[config.mk]
export PLATFORM = sky130hd
export DESIGN_NAME = serial_csr_core
export DESIGN_NICKNAME = d
export VERILOG_FILES = /design/src/rtl/serial_csr_pkg.sv /design/src/rtl/serial_csr_decode.sv /design/src/rtl/serial_csr_rxhold.sv /design/src/rtl/serial_csr_irqsel.sv /design/src/rtl/serial_csr_core.sv
export SDC_FILE = /design/constraint.sdc
export NUM_CORES = 1
export LEC_CHECK = 0
export ABC_AREA = 1
export CAP_MARGIN = 40
export CORE_MARGIN = 2
export CORE_UTILIZATION = 47
export DETAILED_ROUTE_END_ITERATION = 16
export PLACE_DENSITY = 0.85
export RECOVER_POWER = 50
export SYNTH_ARGS = -nofsm -noshare
export SYNTH_HDL_FRONTEND = slang
export SYNTH_SLANG_ARGS = --single-unit
[constraint.sdc]
create_clock -name clk -period 6.7 [get_ports clk]
set_input_delay 1.34 -clock clk [delete_from_list [all_inputs] [get_ports clk]]
set_output_delay 1.34 -clock clk [all_outputs]
set_load 0.02 [all_outputs]
[src/rtl/serial_csr_pkg.sv]
// Shared constants and types for the serial register front end.
// Assumes eight word registers. The offsets are fixed because software decodes them.
package serial_csr_pkg;

    localparam int NUM_REGS = 8;
    localparam int MSR_W    = 8;
    localparam int IEN_W    = 4;

    // Word offsets of the registers
    localparam int OFS_DATA  = 0;
    localparam int OFS_IEN   = 1;
    localparam int OFS_IID   = 2;
    localparam int OFS_LCTL  = 3;
    localparam int OFS_MCTL  = 4;
    localparam int OFS_LSTAT = 5;
    localparam int OFS_MSTAT = 6;
    localparam int OFS_DIVR  = 7;

    // Access permissions, one bit per offset
    localparam logic [NUM_REGS-1:0] RD_MASK = 8'b0110_0101;
    localparam logic [NUM_REGS-1:0] WR_MASK = 8'b1001_1011;

    // Interrupt enable bit positions
    localparam int IEN_RXD  = 0;
    localparam int IEN_THE  = 1;
    localparam int IEN_LINE = 2;
    localparam int IEN_MDM  = 3;

    // Identification codes
    localparam logic [2:0] IID_LINE = 3'b110;
    localparam logic [2:0] IID_RXD  = 3'b100;
    localparam logic [2:0] IID_THE  = 3'b010;
    localparam logic [2:0] IID_MDM  = 3'b000;
    localparam logic [2:0] IID_NONE = 3'b001;

    // Receive-side line status flags, data ready in bit 0
    typedef struct packed {
        logic brk;
        logic ferr;
        logic perr;
        logic ovr;
        logic dr;
    } rx_flags_t;

endpackage

[src/rtl/serial_csr_decode.sv]
// Address decoder: turns a bus request into per-register read and write
// selects that respect the access permissions. It also flags an invalid access.
// Assumes ADDR_W >= 5, so that the word offset has at least 3 bits.
module serial_csr_decode
    import serial_csr_pkg::*;
#(
    parameter int ADDR_W = 6
) (
    input  logic                req_valid,
    input  logic                req_write,
    input  logic [ADDR_W-1:0]   req_addr,
    output logic [NUM_REGS-1:0] sel_rd,
    output logic [NUM_REGS-1:0] sel_wr,
    output logic                bad_access
);

    localparam int OFS_W = ADDR_W - 2;

    logic [OFS_W-1:0]    ofs;
    logic                in_range;
    logic                aligned;
    logic [NUM_REGS-1:0] hit;

    assign ofs     = req_addr[ADDR_W-1:2];
    assign aligned = (req_addr[1:0] == 2'b00);

    // Range check: the upper offset bits must be zero when they exist
    generate
        if (OFS_W > 3) begin : g_wide
            assign in_range = ~|ofs[OFS_W-1:3];
        end else begin : g_narrow
            assign in_range = 1'b1;
        end
    endgenerate

    // One-hot hit vector, gated with request validity
    generate
        for (genvar g = 0; g < NUM_REGS; g++) begin : g_hit
            assign hit[g]    = req_valid & in_range & aligned & (ofs[2:0] == 3'(g));
            assign sel_rd[g] = hit[g] & ~req_write & RD_MASK[g];
            assign sel_wr[g] = hit[g] &  req_write & WR_MASK[g];
        end
    endgenerate

    // Invalid: outside the map, misaligned, or wrong direction
    always_comb begin
        bad_access = 1'b0;
        if (req_valid) begin
            if (!in_range || !aligned)
                bad_access = 1'b1;
            else if (req_write)
                bad_access = |(hit & ~WR_MASK);
            else
                bad_access = |(hit & ~RD_MASK);
        end
    end

endmodule

[src/rtl/serial_csr_rxhold.sv]
// Single-byte receive holding register with line status flags.
// A byte is always accepted. Overrun is recorded when unread data is replaced.
// The error flags are sticky until reset. Next-state values are exported so
// that the interrupt logic can evaluate the state after the current event.
module serial_csr_rxhold
    import serial_csr_pkg::*;
#(
    parameter int BYTE_W = 8
) (
    input  logic              clk,
    input  logic              rst_n,
    input  logic              rx_valid,
    input  logic [BYTE_W-1:0] rx_data,
    input  logic              rx_perr,
    input  logic              rx_ferr,
    input  logic              rx_brk,
    input  logic              data_rd,
    output logic [BYTE_W-1:0] byte_q,
    output rx_flags_t         flags_q,
    output rx_flags_t         flags_n
);

    logic [BYTE_W-1:0] byte_n;

    // Next-state: a read frees the holder, a new byte fills it
    always_comb begin
        flags_n = flags_q;
        byte_n  = byte_q;
        if (data_rd)
            flags_n.dr = 1'b0;
        if (rx_valid) begin
            if (flags_q.dr && !data_rd)
                flags_n.ovr = 1'b1;
            flags_n.dr   = 1'b1;
            flags_n.perr = flags_q.perr | rx_perr;
            flags_n.ferr = flags_q.ferr | rx_ferr;
            flags_n.brk  = flags_q.brk  | rx_brk;
            byte_n       = rx_data;
        end
    end

    // State register with synchronous reset
    always_ff @(posedge clk) begin
        if (!rst_n) begin
            flags_q <= '0;
            byte_q  <= '0;
        end else begin
            flags_q <= flags_n;
            byte_q  <= byte_n;
        end
    end

endmodule

[src/rtl/serial_csr_irqsel.sv]
// Interrupt prioritiser: picks the highest enabled cause and registers the
// level output and the identification code. It updates only when eval is high.
// Assumes its inputs already show the state after the current event.
module serial_csr_irqsel
    import serial_csr_pkg::*;
(
    input  logic             clk,
    input  logic             rst_n,
    input  logic             eval,
    input  logic [IEN_W-1:0] ien,
    input  rx_flags_t        flags,
    input  logic             thr_empty,
    input  logic [3:0]       msr_delta,
    output logic             irq,
    output logic [2:0]       iid
);

    logic       irq_n;
    logic [2:0] iid_n;
    logic       line_err;

    assign line_err = flags.ovr | flags.perr | flags.ferr | flags.brk;

    // Fixed four-level priority encoder
    always_comb begin
        irq_n = 1'b1;
        if (line_err && ien[IEN_LINE])
            iid_n = IID_LINE;
        else if (flags.dr && ien[IEN_RXD])
            iid_n = IID_RXD;
        else if (thr_empty && ien[IEN_THE])
            iid_n = IID_THE;
        else if ((|msr_delta) && ien[IEN_MDM])
            iid_n = IID_MDM;
        else begin
            irq_n = 1'b0;
            iid_n = IID_NONE;
        end
    end

    // Output registers, refreshed on access or receive events
    always_ff @(posedge clk) begin
        if (!rst_n) begin
            irq <= 1'b0;
            iid <= IID_NONE;
        end else if (eval) begin
            irq <= irq_n;
            iid <= iid_n;
        end
    end

endmodule

[src/rtl/serial_csr_core.sv]
// Top of the serial register front end. It stores the configuration
// registers, builds the read data, emits the transmit strobe and the error
// pulse, and connects the decoder, the receive holder and the prioritiser.
// Assumes DATA_W >= 8, BYTE_W <= DATA_W and ADDR_W >= 5. The transmitter is
// outside the block, so the holding-empty flags read as constant 1.
module serial_csr_core
    import serial_csr_pkg::*;
#(
    parameter int ADDR_W = 6,
    parameter int DATA_W = 32,
    parameter int BYTE_W = 8
) (
    input  logic              clk,
    input  logic              rst_n,
    input  logic              req_valid,
    input  logic              req_write,
    input  logic [ADDR_W-1:0] req_addr,
    input  logic [DATA_W-1:0] req_wdata,
    output logic [DATA_W-1:0] rd_data,
    output logic              err_pulse,
    input  logic              rx_valid,
    input  logic [BYTE_W-1:0] rx_data,
    input  logic              rx_perr,
    input  logic              rx_ferr,
    input  logic              rx_brk,
    output logic              rx_ready,
    output logic              tx_strobe,
    output logic [BYTE_W-1:0] tx_byte,
    input  logic [MSR_W-1:0]  msr_in,
    output logic [DATA_W-1:0] line_ctrl,
    output logic [DATA_W-1:0] modem_ctrl,
    output logic [DATA_W-1:0] divisor,
    output logic              irq
);

    localparam int NUM_CFG = 3;
    localparam int CFG_OFS [NUM_CFG] = '{OFS_LCTL, OFS_MCTL, OFS_DIVR};

    logic [NUM_REGS-1:0] sel_rd;
    logic [NUM_REGS-1:0] sel_wr;
    logic                bad_acc;
    logic                data_rd;
    logic [BYTE_W-1:0]   byte_q;
    rx_flags_t           flags_q;
    rx_flags_t           flags_n;
    logic [IEN_W-1:0]    ien_q;
    logic [DATA_W-1:0]   cfg_q [NUM_CFG];
    logic [2:0]          iid_w;
    logic                tx_strobe_q;
    logic [BYTE_W-1:0]   tx_byte_q;
    logic                err_q;

    serial_csr_decode #(.ADDR_W(ADDR_W)) u_dec (
        .req_valid  (req_valid),
        .req_write  (req_write),
        .req_addr   (req_addr),
        .sel_rd     (sel_rd),
        .sel_wr     (sel_wr),
        .bad_access (bad_acc)
    );

    assign data_rd = sel_rd[OFS_DATA];

    serial_csr_rxhold #(.BYTE_W(BYTE_W)) u_rx (
        .clk     (clk),
        .rst_n   (rst_n),
        .rx_valid(rx_valid),
        .rx_data (rx_data),
        .rx_perr (rx_perr),
        .rx_ferr (rx_ferr),
        .rx_brk  (rx_brk),
        .data_rd (data_rd),
        .byte_q  (byte_q),
        .flags_q (flags_q),
        .flags_n (flags_n)
    );

    assign rx_ready = ~flags_q.dr;

    // Interrupt enable register, low bits only
    always_ff @(posedge clk) begin
        if (!rst_n)
            ien_q <= '0;
        else if (sel_wr[OFS_IEN])
            ien_q <= req_wdata[IEN_W-1:0];
    end

    // Full-width configuration registers, one per write-only offset
    generate
        for (genvar g = 0; g < NUM_CFG; g++) begin : g_cfg
            always_ff @(posedge clk) begin
                if (!rst_n)
                    cfg_q[g] <= '0;
                else if (sel_wr[CFG_OFS[g]])
                    cfg_q[g] <= req_wdata;
            end
        end
    endgenerate

    assign line_ctrl  = cfg_q[0];
    assign modem_ctrl = cfg_q[1];
    assign divisor    = cfg_q[2];

    serial_csr_irqsel u_irq (
        .clk      (clk),
        .rst_n    (rst_n),
        .eval     (req_valid | rx_valid),
        .ien      (sel_wr[OFS_IEN] ? req_wdata[IEN_W-1:0] : ien_q),
        .flags    (flags_n),
        .thr_empty(1'b1),
        .msr_delta(msr_in[3:0]),
        .irq      (irq),
        .iid      (iid_w)
    );

    // Read data multiplexer; zero when nothing readable is selected
    always_comb begin
        rd_data = '0;
        if (sel_rd[OFS_DATA])
            rd_data[BYTE_W-1:0] = byte_q;
        if (sel_rd[OFS_IID])
            rd_data[2:0] = iid_w;
        if (sel_rd[OFS_LSTAT])
            rd_data[6:0] = {2'b11, flags_q};
        if (sel_rd[OFS_MSTAT])
            rd_data[MSR_W-1:0] = msr_in;
    end

    // Transmit strobe and invalid-access pulse registers
    always_ff @(posedge clk) begin
        if (!rst_n) begin
            tx_strobe_q <= 1'b0;
            tx_byte_q   <= '0;
            err_q       <= 1'b0;
        end else begin
            tx_strobe_q <= sel_wr[OFS_DATA];
            if (sel_wr[OFS_DATA])
                tx_byte_q <= req_wdata[BYTE_W-1:0];
            err_q <= bad_acc;
        end
    end

    assign tx_strobe = tx_strobe_q;
    assign tx_byte   = tx_byte_q;
    assign err_pulse = err_q;

endmodule

; After elaboration in Yosys (flattened, before gate mapping)
; Memory sizes are Yosys's and may differ from the RTL's.
; Cells that the tools add are included.
[classes]
eq_ne = 7
mux = 31
n_bitwise = 31
n_reduce_logical = 14
[op_table]
columns = op, n
row1 = $mux 32, 3
row2 = $and 1x1->1, 19
row3 = $mux 1, 19
row4 = $mux 8, 2
row5 = $eq 3x3->1 const B, 4
row6 = $mux 3, 4
row7 = $or 1x1->1, 10
row8 = $reduce_or 4->1, 2
row9 = $mux 7, 1
row10 = $eq 3x2->1 const B, 2
row11 = $mux 5, 1
row12 = $logic_and 1x1->1, 4
row13 = $mux 4, 1
row14 = $eq 3x1->1 const B, 1
row15 = $logic_not 1->1, 3
row16 = $logic_not 3->1, 1
row17 = $reduce_or 3->1, 1
row18 = $logic_not 2->1, 1
row19 = $not 1->1, 2
row20 = $reduce_and 2->1, 1
row21 = $logic_or 1x1->1, 1
[totals]
reg_bits = 31
ram_bits = 96
input_bits = 62
output_inout_bits = 140
n_memories = 1
[memory_table]
columns = memory, words, word_bits, read_ports, rd_clocked_by_memory_dff, wr, line
row1 = cfg_q, 3, 32, 3, 0, 3, serial_csr_core.sv:47  ; logic [DATA_W-1:0] cfg_q [NUM_CFG];

; Depth between registers and ports, before layout
; Gate-level depths: netlist of the first run.
[logic_depth]
ltp_word = 14
depth_mapped = 11
mapped_depth_nobuf = 11

; Hierarchy
; A second synthesis of the first run with hierarchy kept.
[unflattened]
hier_cells = 515
hier_area_um2 = 5228.8
[by_module_without_submodules]
columns = module, n_inst, cells_per_inst, area_per_inst_um2, seq_area_each_um2
row1 = serial_csr_core, 1, 369, 4297.9, 3163.0
row2 = serial_csr_rxhold, 1, 60, 461.7, 260.2
row3 = serial_csr_decode, 1, 55, 267.8, 0.0
row4 = serial_csr_irqsel, 1, 31, 201.4, 80.1

; Worst setup path after synthesis of the first run
; No wires, ideal clock.
[synth_path]
path_type = input to register
from = in req_addr[0]
to = mem cfg_q[1][0], enable pin
setup_ps = 466
arrival_time_ps = 4209
path_slack_ps = 2025
cell_stages = 7
path_buffers = 0
cell_sequence = inv_1 nand2_1 nor2_4 inv_4 nor2_8 nand3_2 o21ai_0
[synth_rtl]
columns = element, line
row1 = from (decl), serial_csr_core.sv:17  ; input logic [ADDR_W-1:0] req_addr,
row2 = to (decl), serial_csr_core.sv:47

; Worst setup path in the final report of the first run
[layout_path]
from = in req_valid
to = out rd_data[1]
[layout_between]
elab_chain_cells = 8
[layout_rtl]
columns = element, line
row1 = from (decl), serial_csr_core.sv:15  ; input logic req_valid,
row2 = $and 1x1->1 (*) (2 in series), serial_csr_decode.sv:39  ; assign hit[g] = req_valid & in_range & aligned & (ofs[2:0] == 3'(g));
row3 = $and 1x1->1, serial_csr_decode.sv:39
row4 = $and 1x1->1, serial_csr_decode.sv:40  ; assign sel_rd[g] = hit[g] & ~req_write & RD_MASK[g];
row5 = $mux 8, serial_csr_core.sv:119  ; if (sel_rd[OFS_DATA])
row6 = $mux 3, serial_csr_core.sv:121  ; if (sel_rd[OFS_IID])
row7 = $mux 7, serial_csr_core.sv:123  ; if (sel_rd[OFS_LSTAT])
row8 = $mux 8 (*), serial_csr_core.sv:125  ; if (sel_rd[OFS_MSTAT])
row9 = to (decl), serial_csr_core.sv:19  ; output logic [DATA_W-1:0] rd_data,
; Mark *: on every way between the ends. The rest lies on a longest branch, timed or not.

==> results of run 1 <==
[flip-flops by register name (all words and copies together), names as in the netlist]
register	flops
cfg_q	96
err_pulse	1
ien_q	4
tx_byte	8
tx_strobe	1
u_irq.iid	3
u_irq.irq	1
u_rx.byte_q	8
u_rx.flags_q	5
[report_power, final]
part	switching [W]	internal (W)
combinational	0.000122	0.0000841
sequential	0.0000130	0.000883
clock	0.000317	0.000485
[how the worst max path moves through the flow]
stage	from	endpoint	slack (ps)	cells after the start
after CTS	req_valid	rd_data[1]	1610	8
after detailed placement	req_valid	rd_data[1]	1630	8
after global routing	req_valid	rd_data[1]	710	10
after floorplan	req_addr[0]	cfg_q[1][0]	2030	7
after global placement	req_valid	rd_data[0]	1740	8
final	req_valid	rd_data[1]	930	10
[stage by stage]
step	power [W]	cells	instance area (um2)	utilization [%]	setup WS [ps]
2_1_floorplan	0.00102	513	5340	-	2030
3_3_place_gp	0.00113	793	7030	64.5	1740
3_5_place_dp	0.00113	796	7110	65.3	1630
4_1_cts	0.00193	828	7630	70.1	1610
5_1_grt	0.00198	828	7550	69.4	709
6_report	0.00190	828	7550	69.4	931
[cell type report]
class	instances	area share (%)
clock inverter	12	1.28
timing repair buffer	183	24.5
inverter	60	3.00
multi-input combinational	286	16.9
tap	140	2.32
clock buffer	20	5.63
sequential	127	46.4
[critical path: stages]
cell,delay (ps)
dlygate4sd3_1,600
nand2_2,60
nor2_1,390
clkinvlp_2,340
nor2_1,360
nand2_1,160
nor2_2,300
nand2_1,110
o2111ai_1,120
clkdlybuf4s50_1,650
[routing by layer]
metal | GRT usage (%) | wire length, um | up-vias
met2 | 38.3 | 6460 | 247
met4 | 7.87 | 221 | 0
met3 | 7.65 | 1220 | 22
met1 | 25.9 | 5180 | 1873
li1 | - | - | 1923
met5 | 0 | 0 | -
[cell usage after synthesis (all sizes together)]
library cell and count:
a21oi 18, a32o 1, buf 35, clkbuf 5
clkinv 1, conb 1, dfxtp 31, edfxtp 96
inv 59, nand2 56, nand3 34, nand4 3
nor2 132, nor3 2, o2111ai 3, o211ai 1
o21ai 12
[cells by family (layout without fill, tap and decap cells)]
logic type             count (synthesis)  after routing  share of synthesized area [%]
AND/OR/NAND/NOR                      227            227                           19.5
AO/OA/AOI/OAI                         35             35                           3.76
buffers and inverters                100            275                           10.0
flip-flops                           127            127                           66.7
other                                  1             24                         0.0713
==> flow_summary.ini, run 1 <==
[final_layout]
layout-drive-gt1-share_pct = 8.87
multi_input_area_mm2 = 0.00127
n_fill_cell = 759
n_antenna_cell = 0
synthToLayoutAreaGrowth_pct = 43.7
nNetsFinal = 737
most-common-layout-cells = 111 x nor2_1, 111 x dlygate4sd3_1, 96 x edfxtp_1
regArea_mm2 = 0.00350

[yosys]
ys_seq_elements = 127
synthTopCellsByArea = edfxtp_1 55%, dfxtp_1 12%, nor2_1 7.8%, inv_1 4.0%, nand2_1 3.8%
syn_area_mm2 = 0.00526
syn_avg_cell_area_um2 = 10.7
ys_warn_count = 0
syn_inst = 490
synth_top_area_cell = edfxtp_1
ys_seq_area_share_pct = 66.7
yosysTopAreaCellShare_pct = 54.8
yosysUniqueCellTypes = 28

[timing]
finalHoldViolations = 0
fmaxAchievable_ghz = 0.173
period_share_pct = 86.1
setup_violations = 0
final.setup.tns_ps = 0
min_period_ps = 5770
holdWs_ps = 464
grt_setup_unrepaired = no
relSlewSlack_pct = -87.8
worst_pin_slew_ps = 2790
slew_violations = 17
fin_skew_ps = 4.33

[place]
place_hpwl_um = 9010
gp_congestion = 0.889
buffer_ports.inserted = 177

[run_status]
failed_checks = max-capacitance violations, max-slew violations
status = finished, violations left

[routing]
wl_um = 13100
vias = 4065
ant_nets = 0
routedWlPerCell_um = 15.8
dr.pass1.iters = 5
drtIter0Drc = 234
routed_via_density = 4.91
drc = 0

[die]
io_pins = 202
dieArea_mm2 = 0.0120
core.rowCount = 38
die_y_um = 110
start_util_pct = 48.3
die_x_um = 110
core-area_mm2 = 0.0109

[global_routing]
overflow = 0
grt_max_degree = 33
grt_pass1_vias = 4017
grt_usage_pct = 22.3
antenna_found_initial = 0
grt_pass1_wl_um = 19800

[setup_path]
crit_arrival_ps = 4430
r2r-start = u_rx.flags_q[4]
critical_path_required_ps = 5360
r2r-end = u_irq.irq
cp-end-kind = output pin
r2r_slack_ps = 5380
reg2reg_depth = 8
critPathLaunchType = input pin
path_max_fanout = 8
crit_type = input pin to output pin

[clock_tree]
clk_path_buf_depth = 2
insertion_delay_ps = 500
post_cts_resized = 0
hold_buffers = 0
root_buffer = clkbuf_8
cts_tree = built
cts_setup_buffers = 0
clk_pin_slew_worst_paths_ps = 60
cts_sinks = 127
htreeDepth = 4
cts_made_buffers = 17

[hold_path]
hold_end = tx_byte[0]
hold_depth = 2
hold_path_class = flop to flop
min_from = tx_byte[0]

[run]
maxCapViolCount = 1

[pwr]
ir_drop_mv = 0.145
leakagePower_nw = 3.07
power_density_mw_per_mm2 = 252
Power figures use the tool's default switching activity.
==> inputs of run 2 (changes only) <==
--- a/config.mk
+++ b/config.mk
@@ -8,9 +8,9 @@
 export ABC_AREA = 1
 export CAP_MARGIN = 40
 export CORE_MARGIN = 2
-export CORE_UTILIZATION = 47
+export CORE_UTILIZATION = 40
 export DETAILED_ROUTE_END_ITERATION = 16
-export PLACE_DENSITY = 0.85
+export PLACE_DENSITY = 0.74
 export RECOVER_POWER = 50
 export SYNTH_ARGS = -nofsm -noshare
 export SYNTH_HDL_FRONTEND = slang
==> run 2 against run 1 <==
Compared with the run above:
- the flow now finishes without violations
- cell area grew 1.7%
- global-route usage shrank 3.2 points
- via count is 0.34% lower
- worst setup slack improved by 41 ps
- critical path type unchanged
- critical endpoint is now rd_data[2]
==> flow_summary.ini, run 2 (synthesis results as in run 1) <==
[setup_path]
crit_arrival_ps = 4390
critical_path.cell_chain = clkdlybuf4s50_1, inv_1, nand2_2, nor2_1, clkinvlp_2, nor2_1, nand2_1, nor2_2, nand2_1, o2111ai_1, clkdlybuf4s50_1
crit_type = input pin to output pin
worst-path-buf-inv = 4
path_delay_family = buffers and inverters
critical_path_required_ps = 5360
crit_path_top_delay_cell = clkdlybuf4s50_1
critPathLaunchType = input pin
cp-end-kind = output pin
slowest_delay_ps = 640
path_max_fanout = 8

[routing]
routedWlPerCell_um = 15.7
drtIter0Drc = 325
vias = 4051
routed_via_density = 4.71
drc = 0
ant_nets = 0
dr.pass1.iters = 6
wl_um = 13500

[timing]
finalHoldViolations = 0
grt_setup_unrepaired = no
final.setup.tns_ps = 0
setup_violations = 0
worst_pin_slew_ps = 1430
slew_violations = 0
fin_skew_ps = 5.21
period_share_pct = 85.5
fmaxAchievable_ghz = 0.175
relSlewSlack_pct = 4.86
min_period_ps = 5730

[final_layout]
layout_commonest_cell = nor2_1
regMostFlops = cfg_q
finish.utilization_pct = 60.4
nNetsFinal = 737
largest_register_ffs = 96
layout-drive-gt1-share_pct = 9.30
n_antenna_cell = 0
n_fill_cell = 1039
most-common-layout-cells = 111 x nor2_1, 110 x dlygate4sd3_1, 96 x edfxtp_1
regArea_mm2 = 0.00350
final_area_mm2 = 0.00768
multi_input_area_mm2 = 0.00129
synthToLayoutAreaGrowth_pct = 46.2

[pwr]
leakagePower_nw = 3.12
power_density_mw_per_mm2 = 269
ir_drop_mv = 0.134

[clock_tree]
post_cts_resized = 0
insertion_delay_ps = 400
root_buffer = clkbuf_16
cts_tree = built
cts_made_buffers = 17
clk_path_buf_depth = 2
hold_buffers = 0
clk_pin_slew_worst_paths_ps = 60
cts_setup_buffers = 0
cts_sinks = 127
htreeDepth = 4

[global_routing]
grt_usage_pct = 19.1
overflow = 0
grt_pass1_vias = 4095
grt_max_degree = 33
grt_pass1_wl_um = 20700
antenna_found_initial = 0

[hold_path]
hold_path_class = flop to flop

[die]
start_util_pct = 41.3
io_pins = 202
die_y_um = 119
core.rowCount = 41
core-area_mm2 = 0.0127
die_x_um = 119
dieArea_mm2 = 0.0141

[place]
buffer_ports.inserted = 177
place_area_mm2 = 0.00712
gp_congestion = 0.880
place_hpwl_um = 9400

[run]
maxCapViolCount = 0

[run_status]
status = finished clean
==> run 2: cell count changes in the layout (fill, tap and decap cells not counted), moves of 2 or more <==
cell,before,now
clkinv_2,4,2
clkbuf_1,4,2
clkinvlp_4,4,1
bufinv_16,1,4
clkinv_4,1,4
==> run 2: path summary, 6_finish.rpt <==
check	start	end	slack, ps	depth (start not counted)
worst max register to register	u_rx.flags_q[4]	u_irq.irq	5480	8
worst min register to register	tx_byte[6]	tx_byte[6]	460	2
worst min-delay path	tx_byte[6]	tx_byte[6]	460	2
worst max-delay path	req_addr[5]	rd_data[2]	970	11
==> run 2: power breakdown <==
group	switching [W]	internal, W
clock	0.000342	0.000623
combinational	0.000122	0.0000830
sequential	0.0000120	0.000882
==> run 2: stage by stage <==
stage / hold slack [ps] / total power, W / setup slack, ps / std cells
final: 463 / 0.00207 / 972 / 860
after global routing: 489 / 0.00212 / 706 / 860
after CTS: 464 / 0.00210 / 1570 / 860
after detailed placement: 456 / 0.00113 / 1580 / 828
after global placement: 456 / 0.00113 / 1670 / 826
after floorplan: 441 / 0.00102 / 2030 / 513
==> run 2: worst reg2reg max path: cells and delay by family (launching register included) <==
| kind | cells | cell delay (ps) |
|---|---|---|
| simple gates | 6 | 590 |
| flops | 1 | 310 |
| compound gates | 1 | 180 |
| buf+inv | 1 | 40 |
==> run 2: metal layers <==
layer  routed length, um  vias to the layer above  GRT usage (%)
met5                   0                        -              0
met4                 396                        0           9.38
met3                1090                       29           5.74
met2                6460                      224           31.9
met1                5530                     1877           22.3
li1                    -                     1921              -
==> run 2: area by class of cell <==
cell class	count	share of cell area [%]
Multi-Input combinational cell	286	16.7
Inverter	60	2.95
Timing Repair Buffer	183	23.9
Clock inverter	14	2.49
Clock buffer	18	5.58
Tap cell	172	2.80
Sequential cell	127	45.6
